**src/rtl/exc_pkg.sv**
```systemverilog
package exc_pkg;

  typedef enum logic [2:0] {
    SRC_RESET,
    SRC_ABORT,
    SRC_NMI,
    SRC_IRQ,
    SRC_BRK,
    SRC_COP
  } exc_src_e;

  typedef enum logic [3:0] {
    ST_IDLE,
    ST_LEAD1,
    ST_LEAD2,
    ST_PUSH_BANK,
    ST_PUSH_HI,
    ST_PUSH_LO,
    ST_PUSH_STAT,
    ST_VEC_LO,
    ST_VEC_HI
  } exc_state_e;

  function automatic logic src_is_hw(exc_src_e s);
    return (s != SRC_BRK) && (s != SRC_COP);
  endfunction

endpackage

```
**src/rtl/exc_arbiter.sv**
```systemverilog
module exc_arbiter
  import exc_pkg::*;
#(
  parameter int DATA_W = 8,
  parameter int I_BIT  = 2
) (
  input  logic              clk,
  input  logic              rst_n,
  input  logic              idle,
  input  logic              req_reset,
  input  logic              req_abort,
  input  logic              nmi_n,
  input  logic              req_irq,
  input  logic              req_brk,
  input  logic              req_cop,
  input  logic [DATA_W-1:0] status,
  output logic              grant,
  output exc_src_e          grant_src
);

  logic nmi_q;
  logic nmi_pend;
  logic nmi_hit;
  logic irq_ok;
  logic take_nmi;

  assign nmi_hit = nmi_pend | (nmi_q & ~nmi_n);
  assign irq_ok  = req_irq & ~status[I_BIT];

  always_comb begin
    grant     = idle;
    grant_src = SRC_RESET;
    if (req_reset)      grant_src = SRC_RESET;
    else if (req_abort) grant_src = SRC_ABORT;
    else if (nmi_hit)   grant_src = SRC_NMI;
    else if (irq_ok)    grant_src = SRC_IRQ;
    else if (req_brk)   grant_src = SRC_BRK;
    else if (req_cop)   grant_src = SRC_COP;
    else                grant     = 1'b0;
  end

  assign take_nmi = grant && (grant_src == SRC_NMI);

  always_ff @(posedge clk) begin
    if (!rst_n) begin
      nmi_q    <= 1'b1;
      nmi_pend <= 1'b0;
    end else begin
      nmi_q    <= nmi_n;
      nmi_pend <= nmi_hit & ~take_nmi;
    end
  end

endmodule

```
**src/rtl/exc_vector_table.sv**
```systemverilog
module exc_vector_table
  import exc_pkg::*;
#(
  parameter int              PC_W     = 16,
  parameter logic [PC_W-1:0] EMU_BASE = 16'hFFF0,
  parameter logic [PC_W-1:0] NAT_BASE = 16'hFFE0
) (
  input  exc_src_e        src,
  input  logic            emu,
  output logic [PC_W-1:0] vec
);

  logic [3:0] off_emu;
  logic [3:0] off_nat;
  logic       use_emu;

  always_comb begin
    unique case (src)
      SRC_RESET: begin off_emu = 4'hC; off_nat = 4'hC; end
      SRC_ABORT: begin off_emu = 4'h8; off_nat = 4'h8; end
      SRC_NMI:   begin off_emu = 4'hA; off_nat = 4'hA; end
      SRC_IRQ:   begin off_emu = 4'hE; off_nat = 4'hE; end
      SRC_BRK:   begin off_emu = 4'hE; off_nat = 4'h6; end
      SRC_COP:   begin off_emu = 4'h4; off_nat = 4'h4; end
      default:   begin off_emu = 4'hC; off_nat = 4'hC; end
    endcase
  end

  // The reset handler address lives in the emulation page for both modes.
  assign use_emu = emu || (src == SRC_RESET);
  assign vec = use_emu ? (EMU_BASE | PC_W'(off_emu)) : (NAT_BASE | PC_W'(off_nat));

endmodule

```
**src/rtl/exc_cycle_fsm.sv**
```systemverilog
module exc_cycle_fsm
  import exc_pkg::*;
#(
  parameter int PC_W   = 16,
  parameter int BANK_W = 8,
  parameter int DATA_W = 8,
  parameter int I_BIT  = 2,
  parameter int D_BIT  = 3,
  parameter int B_BIT  = 4,
  localparam int ADDR_W = BANK_W + PC_W
) (
  input  logic              clk,
  input  logic              rst_n,
  input  logic              grant,
  input  exc_src_e          grant_src,
  input  logic              emu_in,
  input  logic [PC_W-1:0]   pc_in,
  input  logic [BANK_W-1:0] pb_in,
  input  logic [PC_W-1:0]   sp_in,
  input  logic [DATA_W-1:0] p_in,
  input  logic [PC_W-1:0]   abort_pc,
  input  logic [DATA_W-1:0] bus_rdata,
  input  logic [PC_W-1:0]   vec,
  output exc_src_e          cur_src,
  output logic              cur_emu,
  output logic [ADDR_W-1:0] bus_addr,
  output logic [DATA_W-1:0] bus_wdata,
  output logic              bus_rw,
  output logic              bus_sync,
  output logic              bus_vda,
  output logic              bus_vpa,
  output logic              bus_vp,
  output logic              busy,
  output logic              done,
  output logic [PC_W-1:0]   new_pc,
  output logic [DATA_W-1:0] new_p,
  output logic [BANK_W-1:0] new_pb,
  output logic [PC_W-1:0]   new_sp,
  output logic              new_emu
);

  exc_state_e        state, state_nx;
  logic [PC_W-1:0]   fetch_pc_q;
  logic [PC_W-1:0]   ret_pc_q;
  logic [BANK_W-1:0] pb_q;
  logic [PC_W-1:0]   sp_q;
  logic [DATA_W-1:0] p_q;
  logic [DATA_W-1:0] lo_q;
  logic              hw;
  logic              pushing;
  logic              accept;

  assign hw      = src_is_hw(cur_src);
  assign busy    = (state != ST_IDLE);
  assign accept  = (state == ST_IDLE) && grant;
  assign pushing = (state == ST_PUSH_BANK) || (state == ST_PUSH_HI) ||
                   (state == ST_PUSH_LO)   || (state == ST_PUSH_STAT);

  always_comb begin
    state_nx = state;
    unique case (state)
      ST_IDLE:      if (grant) state_nx = ST_LEAD1;
      ST_LEAD1:     state_nx = ST_LEAD2;
      ST_LEAD2:     state_nx = cur_emu ? ST_PUSH_HI : ST_PUSH_BANK;
      ST_PUSH_BANK: state_nx = ST_PUSH_HI;
      ST_PUSH_HI:   state_nx = ST_PUSH_LO;
      ST_PUSH_LO:   state_nx = ST_PUSH_STAT;
      ST_PUSH_STAT: state_nx = ST_VEC_LO;
      ST_VEC_LO:    state_nx = ST_VEC_HI;
      ST_VEC_HI:    state_nx = ST_IDLE;
      default:      state_nx = ST_IDLE;
    endcase
  end

  always_ff @(posedge clk) begin
    if (!rst_n) begin
      state      <= ST_IDLE;
      cur_src    <= SRC_RESET;
      cur_emu    <= 1'b1;
      fetch_pc_q <= '0;
      ret_pc_q   <= '0;
      pb_q       <= '0;
      sp_q       <= '0;
      p_q        <= '0;
      lo_q       <= '0;
      done       <= 1'b0;
      new_pc     <= '0;
      new_p      <= '0;
      new_pb     <= '0;
      new_sp     <= '0;
      new_emu    <= 1'b1;
    end else begin
      state <= state_nx;
      done  <= (state == ST_VEC_HI);
      if (accept) begin
        cur_src    <= grant_src;
        cur_emu    <= emu_in || (grant_src == SRC_RESET);
        fetch_pc_q <= pc_in;
        ret_pc_q   <= (grant_src == SRC_ABORT) ? abort_pc : pc_in;
        pb_q       <= pb_in;
        sp_q       <= sp_in;
        p_q        <= p_in;
      end
      if (pushing) sp_q <= sp_q - PC_W'(1);
      if (state == ST_VEC_LO) lo_q <= bus_rdata;
      if (state == ST_VEC_HI) begin
        new_pc  <= PC_W'({bus_rdata, lo_q});
        new_p   <= (p_q & ~(DATA_W'(1) << D_BIT)) | (DATA_W'(1) << I_BIT);
        new_pb  <= '0;
        new_sp  <= sp_q;
        new_emu <= cur_emu;
      end
    end
  end

  always_comb begin
    bus_addr  = '0;
    bus_wdata = '0;
    bus_rw    = 1'b1;
    bus_sync  = 1'b0;
    bus_vda   = 1'b0;
    bus_vpa   = 1'b0;
    bus_vp    = 1'b1;
    unique case (state)
      ST_LEAD1: begin
        bus_addr = {pb_q, hw ? fetch_pc_q : fetch_pc_q - PC_W'(2)};
        bus_sync = 1'b1;
        bus_vda  = 1'b1;
        bus_vpa  = 1'b1;
      end
      ST_LEAD2: begin
        bus_addr = {pb_q, hw ? fetch_pc_q : fetch_pc_q - PC_W'(1)};
        bus_vpa  = ~hw;
      end
      ST_PUSH_BANK, ST_PUSH_HI, ST_PUSH_LO, ST_PUSH_STAT: begin
        bus_addr = {BANK_W'(0), sp_q};
        bus_vda  = 1'b1;
        bus_rw   = (cur_src == SRC_RESET);
        if (state == ST_PUSH_BANK)    bus_wdata = DATA_W'(pb_q);
        else if (state == ST_PUSH_HI) bus_wdata = DATA_W'(ret_pc_q >> DATA_W);
        else if (state == ST_PUSH_LO) bus_wdata = DATA_W'(ret_pc_q);
        else bus_wdata = (hw && cur_emu) ? (p_q & ~(DATA_W'(1) << B_BIT)) : p_q;
      end
      ST_VEC_LO, ST_VEC_HI: begin
        bus_addr = {BANK_W'(0), (state == ST_VEC_HI) ? vec + PC_W'(1) : vec};
        bus_vda  = 1'b1;
        bus_vp   = 1'b0;
      end
      default: ;
    endcase
  end

endmodule

```
**src/rtl/exc_entry_seq.sv**
```systemverilog
module exc_entry_seq
  import exc_pkg::*;
#(
  parameter int PC_W   = 16,
  parameter int BANK_W = 8,
  parameter int DATA_W = 8,
  parameter logic [PC_W-1:0] EMU_BASE = 16'hFFF0,
  parameter logic [PC_W-1:0] NAT_BASE = 16'hFFE0,
  localparam int ADDR_W = BANK_W + PC_W
) (
  input  logic              clk,
  input  logic              rst_n,
  input  logic              req_reset,
  input  logic              req_abort,
  input  logic              nmi_n,
  input  logic              req_irq,
  input  logic              req_brk,
  input  logic              req_cop,
  input  logic              emu_in,
  input  logic [PC_W-1:0]   pc_in,
  input  logic [BANK_W-1:0] pb_in,
  input  logic [PC_W-1:0]   sp_in,
  input  logic [DATA_W-1:0] p_in,
  input  logic [PC_W-1:0]   abort_pc,
  input  logic [DATA_W-1:0] bus_rdata,
  output logic [ADDR_W-1:0] bus_addr,
  output logic [DATA_W-1:0] bus_wdata,
  output logic              bus_rw,
  output logic              bus_sync,
  output logic              bus_vda,
  output logic              bus_vpa,
  output logic              bus_vp,
  output logic              busy,
  output logic              done,
  output logic [PC_W-1:0]   new_pc,
  output logic [DATA_W-1:0] new_p,
  output logic [BANK_W-1:0] new_pb,
  output logic [PC_W-1:0]   new_sp,
  output logic              new_emu
);

  logic            grant;
  exc_src_e        grant_src;
  exc_src_e        cur_src;
  logic            cur_emu;
  logic [PC_W-1:0] vec;

  exc_arbiter #(.DATA_W(DATA_W)) u_arb (
    .clk       (clk),
    .rst_n     (rst_n),
    .idle      (~busy),
    .req_reset (req_reset),
    .req_abort (req_abort),
    .nmi_n     (nmi_n),
    .req_irq   (req_irq),
    .req_brk   (req_brk),
    .req_cop   (req_cop),
    .status    (p_in),
    .grant     (grant),
    .grant_src (grant_src)
  );

  exc_vector_table #(.PC_W(PC_W), .EMU_BASE(EMU_BASE), .NAT_BASE(NAT_BASE)) u_vec (
    .src (cur_src),
    .emu (cur_emu),
    .vec (vec)
  );

  exc_cycle_fsm #(.PC_W(PC_W), .BANK_W(BANK_W), .DATA_W(DATA_W)) u_fsm (
    .clk       (clk),
    .rst_n     (rst_n),
    .grant     (grant),
    .grant_src (grant_src),
    .emu_in    (emu_in),
    .pc_in     (pc_in),
    .pb_in     (pb_in),
    .sp_in     (sp_in),
    .p_in      (p_in),
    .abort_pc  (abort_pc),
    .bus_rdata (bus_rdata),
    .vec       (vec),
    .cur_src   (cur_src),
    .cur_emu   (cur_emu),
    .bus_addr  (bus_addr),
    .bus_wdata (bus_wdata),
    .bus_rw    (bus_rw),
    .bus_sync  (bus_sync),
    .bus_vda   (bus_vda),
    .bus_vpa   (bus_vpa),
    .bus_vp    (bus_vp),
    .busy      (busy),
    .done      (done),
    .new_pc    (new_pc),
    .new_p     (new_p),
    .new_pb    (new_pb),
    .new_sp    (new_sp),
    .new_emu   (new_emu)
  );

endmodule

```
**config.mk**
```make
export PLATFORM = sky130hd
export DESIGN_NAME = exc_entry_seq
export DESIGN_NICKNAME = d
export VERILOG_FILES = /design/src/rtl/exc_pkg.sv /design/src/rtl/exc_arbiter.sv /design/src/rtl/exc_vector_table.sv /design/src/rtl/exc_cycle_fsm.sv /design/src/rtl/exc_entry_seq.sv
export SDC_FILE = /design/constraint.sdc
export NUM_CORES = 1
export LEC_CHECK = 0
export ABC_AREA = 1
export BUFFER_PORTS_ARGS = -buffer_cell sky130_fd_sc_hd__buf_2
export CAP_MARGIN = 5
export CORE_ASPECT_RATIO = 1.4
export CORE_UTILIZATION = 46
export CTS_CLUSTER_DIAMETER = 100
export CTS_CLUSTER_SIZE = 30
export DETAILED_ROUTE_END_ITERATION = 10
export PLACE_DENSITY = 0.67
export SETUP_SLACK_MARGIN = 0.02
export SLEW_MARGIN = 15
export SYNTH_ARGS = -nofsm -noshare
export SYNTH_HDL_FRONTEND = slang
export SYNTH_SLANG_ARGS = --single-unit
```
**constraint.sdc**
```tcl
create_clock -name clk -period 2.3 [get_ports clk]
set_clock_uncertainty 0.1 [all_clocks]
set_input_delay 0.23 -clock clk [delete_from_list [all_inputs] [get_ports clk]]
set_output_delay 0.23 -clock clk [all_outputs]
set_load 0.02 [all_outputs]
```
Word-level counts from Yosys, hierarchy flattened:

Index checks and enable logic that the tools add are counted.
Widths: inputs -> output; s select.

* input bits: 81
* word-level logic and storage cells: 100
* bits in registers: 123

* reduce and logical (&&, ||, !) cells: 18
* $add $sub $neg: 4
* bitwise logic cells: 9
* multiplexer cells: 35
* eq/ne operators: 18

Operators with widths (count)
* $mux 16: 6
* $pmux 24 s4: 1
* $mux 8: 4
* $pmux 4 s8: 1
* $sub 16x1->16 const B: 2
* $mux 3: 7
* $pmux 4 s5: 1
* $eq 4x3->1 const B: 4
* $pmux 4 s4: 1
* $sub 16x2->16 const B: 1
* $mux 1: 10
* $mux 5: 2
* $eq 3x2->1 const B: 3
* $eq 4x2->1 const B: 2
* $add 6x2->7 const B: 1
* $reduce_or 7->1: 1
* $eq 3x1->1 const B: 2
* $eq 3x3->1 const B: 2
* $logic_not 3->1: 2
* $ne 3x3->1 const B: 2
* $logic_or 1x1->1: 5
* $not 1->1: 5
* $eq 4x1->1 const B: 1
* $eq 4x4->1 const B: 1
* other kinds (11): 17

Depth between registers and ports, before layout:

* word-level depth: 11
* gate-level depth with buffers: 11
* depth with buffers taken out: 10

Hierarchy:

From an unflattened synthesis, not the netlist that was laid out.

* cells, all modules: 1041
* area, all modules: 6784.0 sq um

By module, submodules not included
* exc_cycle_fsm: area an instance 6444.9 sq um, sequential area each 2422.3 sq um, cells each 980, instances 1
* exc_arbiter: area an instance 168.9 sq um, sequential area each 40.0 sq um, cells each 30, instances 1
* exc_vector_table: area an instance 166.4 sq um, sequential area each 0.0 sq um, cells each 30, instances 1
* exc_entry_seq: area an instance 3.8 sq um, sequential area each 0.0 sq um, cells each 1, instances 1

Least setup slack after synthesis:

Ideal clock, no wire load.

* path type: reg2out
* from: reg u_fsm.state[2]
* to: out bus_wdata[3]
* stages on the path, launching flop included: 8
* setup slack: 0.538 ns
* data arrival time: 1.432 ns
* path through: dfxtp_1 > inv_1 > nor2_1 > nand2_1 > clkbuf_1 > o21ai_0 > o21ai_0 > o22ai_1

* cells in the longest elaborated chain, start to end: 5
* elaborated cells on any way between the ends: 9

Ends and longest elaborated chain
* from (decl): line exc_cycle_fsm.sv:42 `exc_state_e state, state_nx;`
* from (signal assigned): line exc_cycle_fsm.sv:93 `state <= state_nx;`
* $eq 4x3->1: line exc_cycle_fsm.sv:124, exc_cycle_fsm.sv:141
* $mux 8: line exc_cycle_fsm.sv:141 `else if (state == ST_PUSH_LO) bus_wdata = DATA_W'(ret_pc_q);`
* $mux 8: line exc_cycle_fsm.sv:140 `else if (state == ST_PUSH_HI) bus_wdata = DATA_W'(ret_pc_q >> DATA_W);`
* $mux 8: line exc_cycle_fsm.sv:139 `if (state == ST_PUSH_BANK) bus_wdata = DATA_W'(pb_q);`
* $mux 8 (*): line exc_cycle_fsm.sv:124 `unique case (state)`
* to (decl): line exc_entry_seq.sv:27 `output logic [DATA_W-1:0] bus_wdata,`

Mark *: on every way between the ends. The rest lies on a longest branch, timed or not.

Worst setup path in the final report:

* from: reg u_fsm.cur_src[2]
* to: out bus_addr[4]

* cells in the longest elaborated chain, start to end: 7
* elaborated cells on any way between the ends: 19

Ends and longest elaborated chain
* from (decl): line exc_cycle_fsm.sv:24 `output exc_src_e cur_src,`
* from (signal assigned): line exc_cycle_fsm.sv:96 `cur_src <= grant_src;`
* $eq 3x2->1 or $eq 3x3->1 (tied branches): line exc_vector_table.sv:18 `unique case (src)`
* $reduce_or 2->1 (no line)
* $pmux 4 s4: line exc_vector_table.sv:18
* $mux 5: line exc_vector_table.sv:31 `assign vec = use_emu ? (EMU_BASE | PC_W'(off_emu)) : (NAT_BASE | PC_W'(off_nat));`
* $add 6x2->7: line exc_cycle_fsm.sv:145 `bus_addr = {BANK_W'(0), (state == ST_VEC_HI) ? vec + PC_W'(1) : vec};`
* $mux 16: line exc_cycle_fsm.sv:145
* $pmux 24 s4 (*): line exc_cycle_fsm.sv:124
* to (decl): line exc_entry_seq.sv:26 `output logic [ADDR_W-1:0] bus_addr,`

Marked as above.

==> results.md <==
| Quantity | Reported |
|:---|:---|
| Final WL | 21300 µm |
| Utilization after layout | 63.4% |
| Register cell area after layout | 2470 µm² |
| Final count of hold timing violations | 0 |
| Area added between synthesis and finish | 34.7% |
| Unrepaired setup endpoints after global routing | true |
| Via count of the first global-routing pass | 6597 |
| Static power due to leakage | 4.23 nW |
| Type of the tightest min-delay check | in2reg |
| Number of fill cells | 1369 |
| Crit. End Element | primary output |
| Global route total overflow | 0 |
| Routed via count divided by cell count | 5.22 |
| Worst endpoint data arrival time | 1930 ps |
| Maximum frequency from static timing analysis | 443 MHz |
| Number of clock sinks seen by CTS | 123 |
| Final Net Count | 1283 |
| Worst slack at placement | 256 ps |
| Startpoint Class | flop |
| CTS tree | built |
| Die Ht | 143 µm |
| Number of DRC violations after detailed routing | 0 |
| IR Drop Worst-Case VDD | 0.000581 V |
| Most used flip-flop cell after synthesis | dfxtp_1 |
| Core Rows | 51 |
| Max FO, Critical Path | 5 |
| Die Span X | 103 µm |
| Violation count after the first detailed-route iteration | 381 |
| Cell variety after synth | 38 |
| Pin count of the biggest net entering global routing | 94 |
| Routability-driven placement congestion ratio | 0.918 |
| Leading area contributor after synthesis | dfxtp_1 |
| H-tree depth | 4 |
| Most frequent cell on the critical path | nor2_4 |
| Post-route setup slack | 41.0 ps |
| Kind of cell adding the most delay to the critical path | simple AND/OR/NAND/NOR gates |
| Clock-pin slew on the worst setup and hold paths | 60 ps |
| Core region area | 13800 µm² |
| Count of input and output buffers | 159 |
| Count of vias placed by the detailed router | 7281 |
| Cts bufs inserted | 17 |
| CP bufs+invs | 3 |
| Largest stage delay, worst path | 350 ps |
| Most used standard cells in the synthesized netlist | nor2_1, nand2_1, o21ai_0 |
| Setup-failing EPs final | 0 |
| Register-to-Register Setup Slack | 430 ps |
| Worst EP required | 1970 ps |
| DR pass1 iterations | 5 |
| Multi-input logic area | 3640 µm² |
| Final cell count without fillers | 1396 |
| Slowest cell on crit path | dfxtp_2 |
| Number of routed nets with antenna violations | 0 |
| Run status | completed |
| Wire length of the first global-routing pass | 32800 µm |
| Fraction of the yosys area taken by sequential cells | 37.8% |
| Total count of max-transition violations in the final report | 0 |
| Placed cell count | 1328 |
| Type of the worst setup path | reg2out |
| Detailed-placement wirelength estimate | 15300 µm |
| Final antenna diode count | 0 |
| Count of flip-flops with a built-in enable after synthesis | 0 |
| Leading cell type by number of instances after synthesis | nor2_1 |
| WL per Instance | 15.2 µm |
| Worst hold margin | 10.2 ps |
| Power Total | 0.0107 W |
| Seq cells post-synth | 123 |
| Total Routing Usage GR | 29.3% |
| Die outline area | 14700 µm² |
| Post-synth top area share | 37.8% |
| Synthesis warning total | 0 |
| Total I/O pin count | 169 |
| Share of the clock period used by the worst path after layout | 98.2% |
| Max Root-Sink Buffers | 2 |
| Final critical delay including setup and external delays | 2260 ps |
| Maximum capacitance violations | 0 |
| Synth area leaders | dfxtp_1, nor2_1, o21ai_0 |
| Power per cell area | 1220 nW/µm² |
| List of cells traversed by the critical path | inv_2 -> nor2_4 -> buf_6 -> nand2_1 -> nor2_4 -> nor2_1 -> o21ai_0 -> nand4_1 -> buf_2 |
| Synthesized area per cell | 6.49 µm² |
| Number of antenna violations at the first check in global routing | 0 |
| Clk Latency, worst-skew pair | 420 ps |
| Post-Syn Area | 6520 µm² |
| Initial Util | 47.1% |
| Fraction of layout instances using a drive strength above 1 | 26.0% |
| Number of instances in the synthesized netlist | 1005 |
| Proportion of synthesized flip-flops having asynchronous set or reset | 0% |
| Clk Tree Root Cell | clkbuf_16 |
[placed cells by master (no fill, tap or decap), types with 9 or more instances in the layout]
master           n
conb_1           9
buf_2          147
nand3_1         94
dfxtp_1        113
buf_4           36
nor2_4          11
inv_2           13
clkbuf_16       18
a21oi_1         74
o21ai_1         17
o211ai_1         9
o21ai_0        118
inv_1           91
dlygate4sd3_1   26
nand4_1         10
nand2_1        144
nor2_2          13
nor2_1         173
dfxtp_2         10
[logic make-up after synthesis]
kind of cell             after synthesis  synth area share [%]
adder cells (fa/ha/maj)                4                 0.768
flip-flops                           123                  37.8
buffers and inverters                163                  10.8
other                                  1                0.0575
AND/OR/NAND/NOR                      474                  30.8
AO/OA/AOI/OAI                        235                  19.1
XOR/XNOR                               5                 0.672
[tightest hold or removal path: stages]
cell and delay, ps:
buf_2 80, o21ai_0 70, a21oi_1 110
[power breakdown]
part	internal, W	switching [W]	leakage (nW)
registers	0.00267	0.000504	1.01
clock network	0.00144	0.00115	0.273
logic	0.00170	0.00328	2.94
[layer usage]
layer	vias to the layer above	global-route usage, %	share of wire, %	wire [µm]
met5	-	0	0	0
met4	0	14.0	3.8	806
met3	50	5.43	5.2	1100
met2	259	50.1	50	10600
met1	3298	34.6	41	8760
li1	3674	-	-	-
[flip-flops by register name (all words and copies together) (netlist names), 3 cells and up]
signal	cells
u_fsm.cur_src	3
u_fsm.lo_q	8
u_fsm.new_sp	16
u_fsm.sp_q	16
u_fsm.state	4
u_fsm.p_q	8
u_fsm.new_pc	16
u_fsm.new_p	7
u_fsm.ret_pc_q	16
u_fsm.pb_q	8
u_fsm.fetch_pc_q	16
[metrics by stage]
step | TNS, ps | cell area, µm²
2_1_floorplan | 0 | 6550
4_1_cts | -45.7 | 8430
3_5_place_dp | 0 | 7520
3_3_place_gp | 0 | 7520
6_report | 0 | 8780
5_1_grt | -200 | 8780
[cell type report]
class                           instances  share of cell area [%]
Timing Repair Buffer                  221                    16.6
Clock buffer                           17                    4.85
Clock inverter                         15                    1.65
Multi-Input combinational cell        728                    41.4
Sequential cell                       123                    28.2
Inverter                              107                    4.63
Tap cell                              185                    2.64
[worst paths after layout]
path,startpoint,endpoint,cells after the start
setup / recovery,u_fsm.cur_src[2],bus_addr[4],9
hold / removal,pb_in[5],u_fsm.pb_q[5],3
setup reg to reg,u_fsm.state[0],u_fsm.sp_q[10],10
hold reg to reg,u_fsm.sp_q[1],u_fsm.sp_q[1],2
[timing repair]
action,in CTS,in global routing
hold endpoints to repair,34,0
hold buffers,26,0
resized for setup,28,89
pin swaps,0,17
endpoints found under the setup margin,33,32
setup buffers,0,8
cloned,0,2
Power figures use the tool's default switching activity.
